## src/rtl/ptw_pkg.sv

```systemverilog
package ptw_pkg;
    localparam int VA_W   = 14;
    localparam int OFF_W  = 6;
    localparam int PPN_W  = 6;
    localparam int TBL_AW = 12;
    localparam int VPN_W  = VA_W - OFF_W;
    localparam int PA_W   = PPN_W + OFF_W;
    localparam int PTE_W  = PPN_W + 4;

    typedef struct packed {
        logic             valid;
        logic             sup_only;
        logic             can_rd;
        logic             can_wr;
        logic [PPN_W-1:0] ppn;
    } pte_t;

    typedef enum logic [1:0] {
        XS_OK    = 2'b00,
        XS_PAGE  = 2'b01,
        XS_PROT  = 2'b10
    } xl_status_e;

    typedef struct packed {
        logic [VA_W-1:0] va;
        logic            wr;
        logic            sup;
    } xl_req_t;

    function automatic xl_status_e judge(input pte_t p, input logic wr, input logic sup);
        if (!p.valid)               return XS_PAGE;
        if (p.sup_only && !sup)     return XS_PROT;
        if (wr && !p.can_wr)        return XS_PROT;
        if (!wr && !p.can_rd)       return XS_PROT;
        return XS_OK;
    endfunction
endpackage

```

## src/rtl/ptw_check.sv

```systemverilog
module ptw_check
    import ptw_pkg::*;
(
    input  logic [PTE_W-1:0] pte_raw,
    input  logic             acc_wr,
    input  logic             acc_sup,
    input  logic [OFF_W-1:0] offset,
    output xl_status_e       verdict,
    output logic [PA_W-1:0]  pa
);
    pte_t pte;
    assign pte = pte_t'(pte_raw);

    always_comb begin
        verdict = judge(pte, acc_wr, acc_sup);
        pa      = (verdict == XS_OK) ? {pte.ppn, offset} : '0;
    end
endmodule

```

## src/rtl/ptw_ctrl.sv

```systemverilog
module ptw_ctrl (
    input  logic clk,
    input  logic rst,
    input  logic in_valid,
    input  logic fetch_ready,
    input  logic data_valid,
    input  logic out_ready,
    output logic idle,
    output logic fetching,
    output logic done,
    output logic take_req,
    output logic take_pte
);
    typedef enum logic [1:0] {C_IDLE, C_FETCH, C_WAIT, C_DONE} ctrl_e;
    ctrl_e cur, nxt;

    always_ff @(posedge clk) begin
        if (rst) cur <= C_IDLE;
        else     cur <= nxt;
    end

    always_comb begin
        nxt = cur;
        unique case (cur)
            C_IDLE:  if (in_valid)    nxt = C_FETCH;
            C_FETCH: if (fetch_ready) nxt = C_WAIT;
            C_WAIT:  if (data_valid)  nxt = C_DONE;
            C_DONE:  if (out_ready)   nxt = C_IDLE;
            default:                  nxt = C_IDLE;
        endcase
    end

    assign idle     = (cur == C_IDLE);
    assign fetching = (cur == C_FETCH);
    assign done     = (cur == C_DONE);
    assign take_req = idle && in_valid;
    assign take_pte = (cur == C_WAIT) && data_valid;
endmodule

```

## src/rtl/ptw_top.sv

```systemverilog
module ptw_top
    import ptw_pkg::*;
(
    input  logic              clk,
    input  logic              rst,
    input  logic              req_valid,
    output logic              req_ready,
    input  logic [VA_W-1:0]   req_va,
    input  logic              req_wr,
    input  logic              req_sup,
    input  logic [TBL_AW-1:0] ptbase,
    output logic              mem_req_valid,
    input  logic              mem_req_ready,
    output logic [TBL_AW-1:0] mem_addr,
    input  logic              mem_rsp_valid,
    input  logic [PTE_W-1:0]  mem_rsp_data,
    output logic              rsp_valid,
    input  logic              rsp_ready,
    output logic [PA_W-1:0]   rsp_pa,
    output logic [1:0]        rsp_status
);
    xl_req_t           req_q;
    logic [TBL_AW-1:0] base_q;
    logic [PA_W-1:0]   pa_q;
    xl_status_e        st_q;
    logic              take_req, take_pte;
    xl_status_e        chk_st;
    logic [PA_W-1:0]   chk_pa;

    ptw_ctrl u_ctrl (
        .clk         (clk),
        .rst         (rst),
        .in_valid    (req_valid),
        .fetch_ready (mem_req_ready),
        .data_valid  (mem_rsp_valid),
        .out_ready   (rsp_ready),
        .idle        (req_ready),
        .fetching    (mem_req_valid),
        .done        (rsp_valid),
        .take_req    (take_req),
        .take_pte    (take_pte)
    );

    ptw_check u_check (
        .pte_raw (mem_rsp_data),
        .acc_wr  (req_q.wr),
        .acc_sup (req_q.sup),
        .offset  (req_q.va[OFF_W-1:0]),
        .verdict (chk_st),
        .pa      (chk_pa)
    );

    always_ff @(posedge clk) begin
        if (rst) begin
            req_q  <= '0;
            base_q <= '0;
            pa_q   <= '0;
            st_q   <= XS_OK;
        end else begin
            if (take_req) begin
                req_q  <= '{va: req_va, wr: req_wr, sup: req_sup};
                base_q <= ptbase;
            end
            if (take_pte) begin
                pa_q <= chk_pa;
                st_q <= chk_st;
            end
        end
    end

    assign mem_addr   = base_q + {{(TBL_AW-VPN_W){1'b0}}, req_q.va[VA_W-1:OFF_W]};
    assign rsp_pa     = pa_q;
    assign rsp_status = st_q;
endmodule

```

## config.mk

```make
export PLATFORM = sky130hd
export DESIGN_NAME = ptw_top
export DESIGN_NICKNAME = d
export VERILOG_FILES = /design/src/rtl/ptw_pkg.sv /design/src/rtl/ptw_check.sv /design/src/rtl/ptw_ctrl.sv /design/src/rtl/ptw_top.sv
export SDC_FILE = /design/constraint.sdc
export NUM_CORES = 1
export LEC_CHECK = 0
export BUFFER_PORTS_ARGS = -buffer_cell sky130_fd_sc_hd__buf_4
export CORE_MARGIN = 3
export CORE_UTILIZATION = 48
export CTS_BUF_LIST = sky130_fd_sc_hd__clkbuf_8 sky130_fd_sc_hd__clkbuf_16
export DETAILED_ROUTE_END_ITERATION = 12
export PLACE_DENSITY = 0.76
export SLEW_MARGIN = 15
export SYNTH_ARGS = -nofsm -noshare
export SYNTH_HDL_FRONTEND = slang
export SYNTH_SLANG_ARGS = --single-unit
```

## constraint.sdc

```tcl
create_clock -name clk -period 2.35 [get_ports clk]
set_input_delay 0 -clock clk [delete_from_list [all_inputs] [get_ports clk]]
set_output_delay 0 -clock clk [all_outputs]
set_load 0.005 [all_outputs]
```

==> run summary, run 1 <==
DP Worst Slack -> 0.3608 ns
clk root buf -> clkbuf_8
crit-path max FO -> 4
Worst Tran Pin Value -> 0.9271 ns
via count -> 2156
first-pass GRT wire length -> 9190 um
Core Box Area -> 4384 um^2
most common cell in the synthesized netlist -> nand2_1
FILL cells -> 331
Die X -> 73.83 um
post-synth cell types -> 40
# diodes -> 0
Ys Warns -> 0
Die ar. -> 5451 um^2
Yosys top cell area share -> 0.3989
DR WL/cell -> 13.50 um
fmax -> 457.5 MHz
largest net degree at the start of global routing -> 45
minimum clock period -> 2.186 ns
Post-synth ARST share -> 0
grt ovf -> 0
violation count after the first detailed-route iteration -> 111
vias in the first global route -> 2060
mapped cell area -> 2208 um^2
CTS Buf Count -> 5
placed cells -> 372
TritonRoute pass-1 iters -> 5
slew margin rel. -> 0.3819
Hold Path Class -> in -> reg
CP Launch Type -> register
Post-route DRC -> 0
final worst slack -> 0.1643 ns
register bit total from synthesis -> 44
synth top area cells -> dfxtp_1 (40%), nand2_1 (11%), a21oi_1 (7.9%)
CTS tree -> built
Yosys top cell by area -> dfxtp_1
Top Ports -> 73
WP buf/inv -> 1
CP Class -> reg -> out
Worst-path clk slew -> 0.08 ns
Multi-input gate area -> 1236 um^2
Syn-to-layout area delta -> 46.06%
Final setup violation count -> 0
Finished Layout Cells -> 415
CP arrival -> 2.19 ns
skew final -> 0.007192 ns
top post-synthesis cells by count -> nand2_1 (63), dfxtp_1 (44), a21oi_1 (35), ha_1 (12)
setup tns final -> 0 ns
WP data required -> 2.35 ns
Vias/cell -> 5.195
Pwr Density -> 775.1 nW/um^2
PortBufs -> 72
routed wire length -> 5602 um
starting density of the core -> 0.5037
RSZ-0062 raised after global routing -> false
Total GRT Usage -> 0.2189
final instance area -> 3226 um^2
gpl congestion -> 0.8375
Longest Clk Path Bufs -> 2
Mapped Avg Cell Area -> 8.461 um^2
Critical Path End Type -> output port
total of max-cap violations -> 0
later-pin clock latency in the skew report -> 0.29 ns
Final period util -> 0.9301
Area after DPL -> 2754 um^2
cells after synthesis -> 261
PnR Total Power -> 0.002500 W
worst IR drop on VDD -> 0.7930 mV
slowest stage delay, CP -> 0.39 ns
clk sinks -> 44
register area share after synthesis -> 0.3989
final hold vios -> 0
Post-synth EDFFs -> 0
critical path's slowest cell -> fa_2
syn nets -> 318
crit path cell chain -> ha_1 > fa_2 > a211oi_2 > o21ai_2 > a2111oi_2 > nand4b_1 > buf_4
register area -> 880.8 um^2
Final Max Slew Viols -> 0
Detail Route Antenna Nets -> 0
Post-DP HPWL -> 3581 um
Die Ht -> 73.83 um
layout cells sized above 1 -> 0.3030
Core Rows -> 24
CP top delay family -> compound AO/OA/AOI/OAI gates
initial antenna violation count -> 0
outcome -> completed
Nets -> 419
H-tree depth -> 2
Post-synth top flop -> dfxtp_1
Static Leak -> 1.390 nW
[worst paths after layout]
kind	start	endpoint	slack (ns)	cells past startpoint
worst max-delay path	req_q[8]	mem_addr[8]	0.16	7
worst min-delay path	mem_rsp_valid	rsp_status[0]	0.04	3
worst max register to register	u_ctrl.cur[0]	rsp_pa[11]	0.50	6
worst min register to register	req_q[7]	req_q[7]	0.46	2
[worst min-delay path, delay by kind of cell]
kind            cells  cell delay [ns]
simple gates        1             0.12
compound gates      1             0.06
buf+inv             1             0.10
[registers in the layout, summed over array words and instances, names as in the netlist]
signal      cells
req_q          16
base_q         12
rsp_pa         12
rsp_status      2
u_ctrl.cur      2
[cells in the final DEF, fill, tap and decap left out, types with 2 or more instances in the layout]
cell type and count:
nor2_1 9, o21ai_1 3, mux2i_1 2, a211o_1 2
a21oi_1 35, a2111oi_2 2, nand3_1 3, a211oi_1 3
buf_4 74, nor2b_1 4, nand2_1 63, dlygate4sd3_1 34
nand4_1 3, xnor2_1 5, a211oi_2 2, a21o_1 2
nor2_2 10, a31oi_1 2, inv_1 7, clkbuf_8 6
o21ai_0 2, a22oi_1 2, o21bai_1 2, and3_1 2
a22oi_2 10, nor3_1 5, ha_1 12, dfxtp_1 44
[where the power goes]
group,internal (W),total (W),switching (W)
clock,0.000348,0.000606,0.000259
sequential,0.000858,0.000940,0.0000821
combinational,0.000461,0.000954,0.000494
[per-layer routing]
metal / global-route usage / part of all wire / wire length, um / up-vias
li1: - / - / - / 1096
met1: 0.2601 / 0.42 / 2325 / 992
met2: 0.3711 / 0.52 / 2894 / 60
met3: 0.05746 / 0.054 / 304 / 8
met4: 0.09054 / 0.014 / 78 / 0
met5: 0 / 0 / 0 / -
[metrics by stage]
step | util | hold WS, ns
floorplan | - | 0.1345
finish | 0.7357 | 0.03820
global route | 0.7357 | 0.06454
CTS | 0.7334 | 0.03299
global placement | 0.6281 | 0.2272
detailed placement | 0.6281 | 0.2365
[timing repair]
| action | 4_1_cts | 5_1_grt |
|---|---|---|
| resized for setup | 0 | 1 |
| setup endpoints to repair | 0 | 1 |
| hold buffers | 34 | 0 |
| buffers inserted | 0 | 1 |
| endpoints found under the hold margin | 34 | 0 |
[logic make-up after synthesis]
family | synth area share
buffers and inverters | 0.04249
AND/OR/NAND/NOR | 0.2193
multiplexers | 0.009066
adder cells (fa/ha/maj) | 0.07705
XOR/XNOR | 0.02380
flip-flops | 0.3989
AO/OA/AOI/OAI | 0.2295
[layout make-up]
type,instances,area share
multi-input cells,196,0.3832
repair buffers,108,0.2777
flip-flops and latches,44,0.2731
clock buffers,6,0.02560
well taps,52,0.02017
clock inverters,2,0.01202
inverters,7,0.008146
No activity file was read; power rests on OpenSTA's default activity.
==> run 2, diff against run 1 <==
--- a/config.mk
+++ b/config.mk
@@ -5,7 +5,8 @@
 export SDC_FILE = /design/constraint.sdc
 export NUM_CORES = 1
 export LEC_CHECK = 0
-export BUFFER_PORTS_ARGS = -buffer_cell sky130_fd_sc_hd__buf_4
+export ABC_AREA = 1
+export BUFFER_PORTS_ARGS = -buffer_cell sky130_fd_sc_hd__buf_2
 export CORE_MARGIN = 3
 export CORE_UTILIZATION = 48
 export CTS_BUF_LIST = sky130_fd_sc_hd__clkbuf_8 sky130_fd_sc_hd__clkbuf_16
==> run 2 against run 1 <==
Against the previous run:
- the flow now finishes with violations (negative hold slack)
- setup slack better by 0.29 ns
- via count is 5.9% higher
- die area is 0.88% higher
- flip-flop and latch count stayed put
- critical path depth is 2 higher
- largest cell class unchanged
- highest routed layer unchanged
==> run summary, run 2 <==
outcome -> finished with violations
failing checks -> negative hold slack
worst IR drop on VDD -> 0.5701 mV
slowest stage delay, CP -> 0.45 ns
Post-route DRC -> 0
Worst Tran Pin Value -> 0.7448 ns
Die Ht -> 74.16 um
# diodes -> 0
CP arrival -> 1.90 ns
Multi-input gate area -> 1186 um^2
register area -> 880.8 um^2
Longest Clk Path Bufs -> 2
FF-to-FF path depth -> 7
max reg flops -> 16
cell repeated most along the worst path -> nand2_1
later-pin clock latency in the skew report -> 0.30 ns
violation count after the first detailed-route iteration -> 137
Worst-path clk slew -> 0.08 ns
fmax -> 526.7 MHz
largest net degree at the start of global routing -> 35
RSZ-0062 raised after global routing -> false
final hold vios -> 1
starting density of the core -> 0.5051
synth top area cells -> dfxtp_1 (40%), nand2_1 (11%), nor2_1 (11%)
Final Max Slew Viols -> 0
clk root buf -> clkbuf_8
crit-path max FO -> 4
Worst Setup EP -> mem_addr[8]
first-pass GRT wire length -> 8907 um
CTS Buf Count -> 5
total of max-cap violations -> 0
PnR Total Power -> 0.002534 W
CP Depth -> 9
skew final -> 0.008963 ns
clk sinks -> 44
final instance area -> 3027 um^2
initial antenna violation count -> 0
Top Ports -> 73
Final period util -> 0.8080
Core Rows -> 24
Hold Crit Start -> ptbase[8]
commonest non-fill, non-tap cell in the layout -> buf_2
Total GRT Usage -> 0.2057
crit path cell chain -> ha_1 > fa_1 > nand2_1 > nand3_1 > nand3_1 > nand2_1 > nand2_1 > nand2_1 > buf_2
gpl congestion -> 0.8706
Yosys top cell area share -> 0.3951
Area after DPL -> 2609 um^2
worst reg2reg path startpoint -> u_ctrl.cur[1]
CTS tree -> built
Hold Slack -> -0.009537 ns
Final setup violation count -> 0
Nets -> 471
commonest non-fill, non-tap cells in the layout -> buf_2 (72), nand2_1 (64), nor2_1 (63), dfxtp_1 (44), dlygate4sd3_1 (32)
Yosys top cell by area -> dfxtp_1
Vias/cell -> 4.891
routed wire length -> 5514 um
Core Box Area -> 4414 um^2
TritonRoute pass-1 iters -> 4
vias in the first global route -> 2076
most common cell in the synthesized netlist -> nand2_1
final worst slack -> 0.4513 ns
CP Launch Type -> register
critical path's slowest cell -> fa_1
via count -> 2284
R2R Setup Slk -> 0.61 ns
Pwr Density -> 837.1 nW/um^2
register bit total from synthesis -> 44
Mapped Avg Cell Area -> 7.123 um^2
Die ar. -> 5499 um^2
DR WL/cell -> 11.81 um
PortBufs -> 72
Setup Fix Bufs, Post-CTS -> 0
Post-DP HPWL -> 3871 um
Syn-to-layout area delta -> 35.75%
top post-synthesis cells by count -> nand2_1 (64), nor2_1 (63), dfxtp_1 (44), o21ai_0 (29), inv_1 (27)
layout cells sized above 1 -> 0.2578
minimum clock period -> 1.899 ns
Static Leak -> 1.504 nW
post-synth cell types -> 23
register area share after synthesis -> 0.3951
Ys Warns -> 0
FILL cells -> 366
Detail Route Antenna Nets -> 0
grt ovf -> 0
mapped cell area -> 2230 um^2
Post-synth ARST share -> 0
hold bufs inserted after CTS -> 32
Worst Setup SP -> req_q[8]
DP Worst Slack -> 0.6315 ns
syn nets -> 370
r2r endpoint -> rsp_pa[10]
cells after synthesis -> 313
Hold Path Class -> in -> reg
Die X -> 74.16 um
largest reg by FF count -> req_q
CP top delay family -> adder cells
CTS resizes -> 0
Post-synth EDFFs -> 0
WP buf/inv -> 1
WP data required -> 2.35 ns
Post-synth top flop -> dfxtp_1
setup tns final -> 0 ns
H-tree depth -> 2
Critical Path End Type -> output port
slew margin rel. -> 0.5029
CP Class -> reg -> out
run 2: per-layer routing:
metal  track usage  wire [um]
met5             0          0
met2        0.3553       2725
met1        0.2607       2411
met4       0.05030         51
met3       0.04595        326
run 2: where the power goes:
part           internal, W  total, W  switching (W)
Clock             0.000238  0.000508       0.000269
Sequential        0.000897   0.00100       0.000105
Combinational     0.000433   0.00102       0.000591
run 2: stage by stage:
| stage | utilization | instances |
|---|---|---|
| after floorplan | - | 313 |
| after global placement | 0.5910 | 427 |
| after detailed placement | 0.5910 | 427 |
| after CTS | 0.6857 | 467 |
| after global routing | 0.6857 | 467 |
| final | 0.6857 | 467 |
run 2: logic make-up (layout without fill, tap and decap cells):
logic type      Yosys count  after routing  synth area share
compound gates           53             53            0.1392
flops                    44             44            0.3951
fa+ha+maj                13             13           0.07632
xor+xnor                  6              6           0.02357
simple gates            157            157            0.2929
buf+inv                  40            142           0.07295
run 2: worst reg2reg max path: stages, from the launching register on:
cell and delay, ns:
dfxtp_1 0.40, ha_1 0.25, nand2_2 0.20, inv_2 0.11, nand2_2 0.07, nor2_4 0.37, nand2_2 0.11, a21oi_2 0.15
run 2: area by class of cell:
type,instances,share of cell area
clock buffers,6,0.02728
clock inverters,2,0.004961
inverters,29,0.03597
multi-input cells,229,0.3919
flip-flops and latches,44,0.2910
well taps,52,0.02150
repair buffers,105,0.2274
run 2: how the worst min path moves through the flow:
stage                     to  slack (ns)  cells past startpoint
2_1_floorplan      rsp_pa[7]        0.06                      1
3_3_place_gp       rsp_pa[9]        0.25                      3
3_5_place_dp       rsp_pa[7]        0.26                      3
4_1_cts        rsp_status[0]      0.0009                      4
5_1_grt            base_q[8]        0.01                      3
6_report           base_q[8]       -0.01                      3
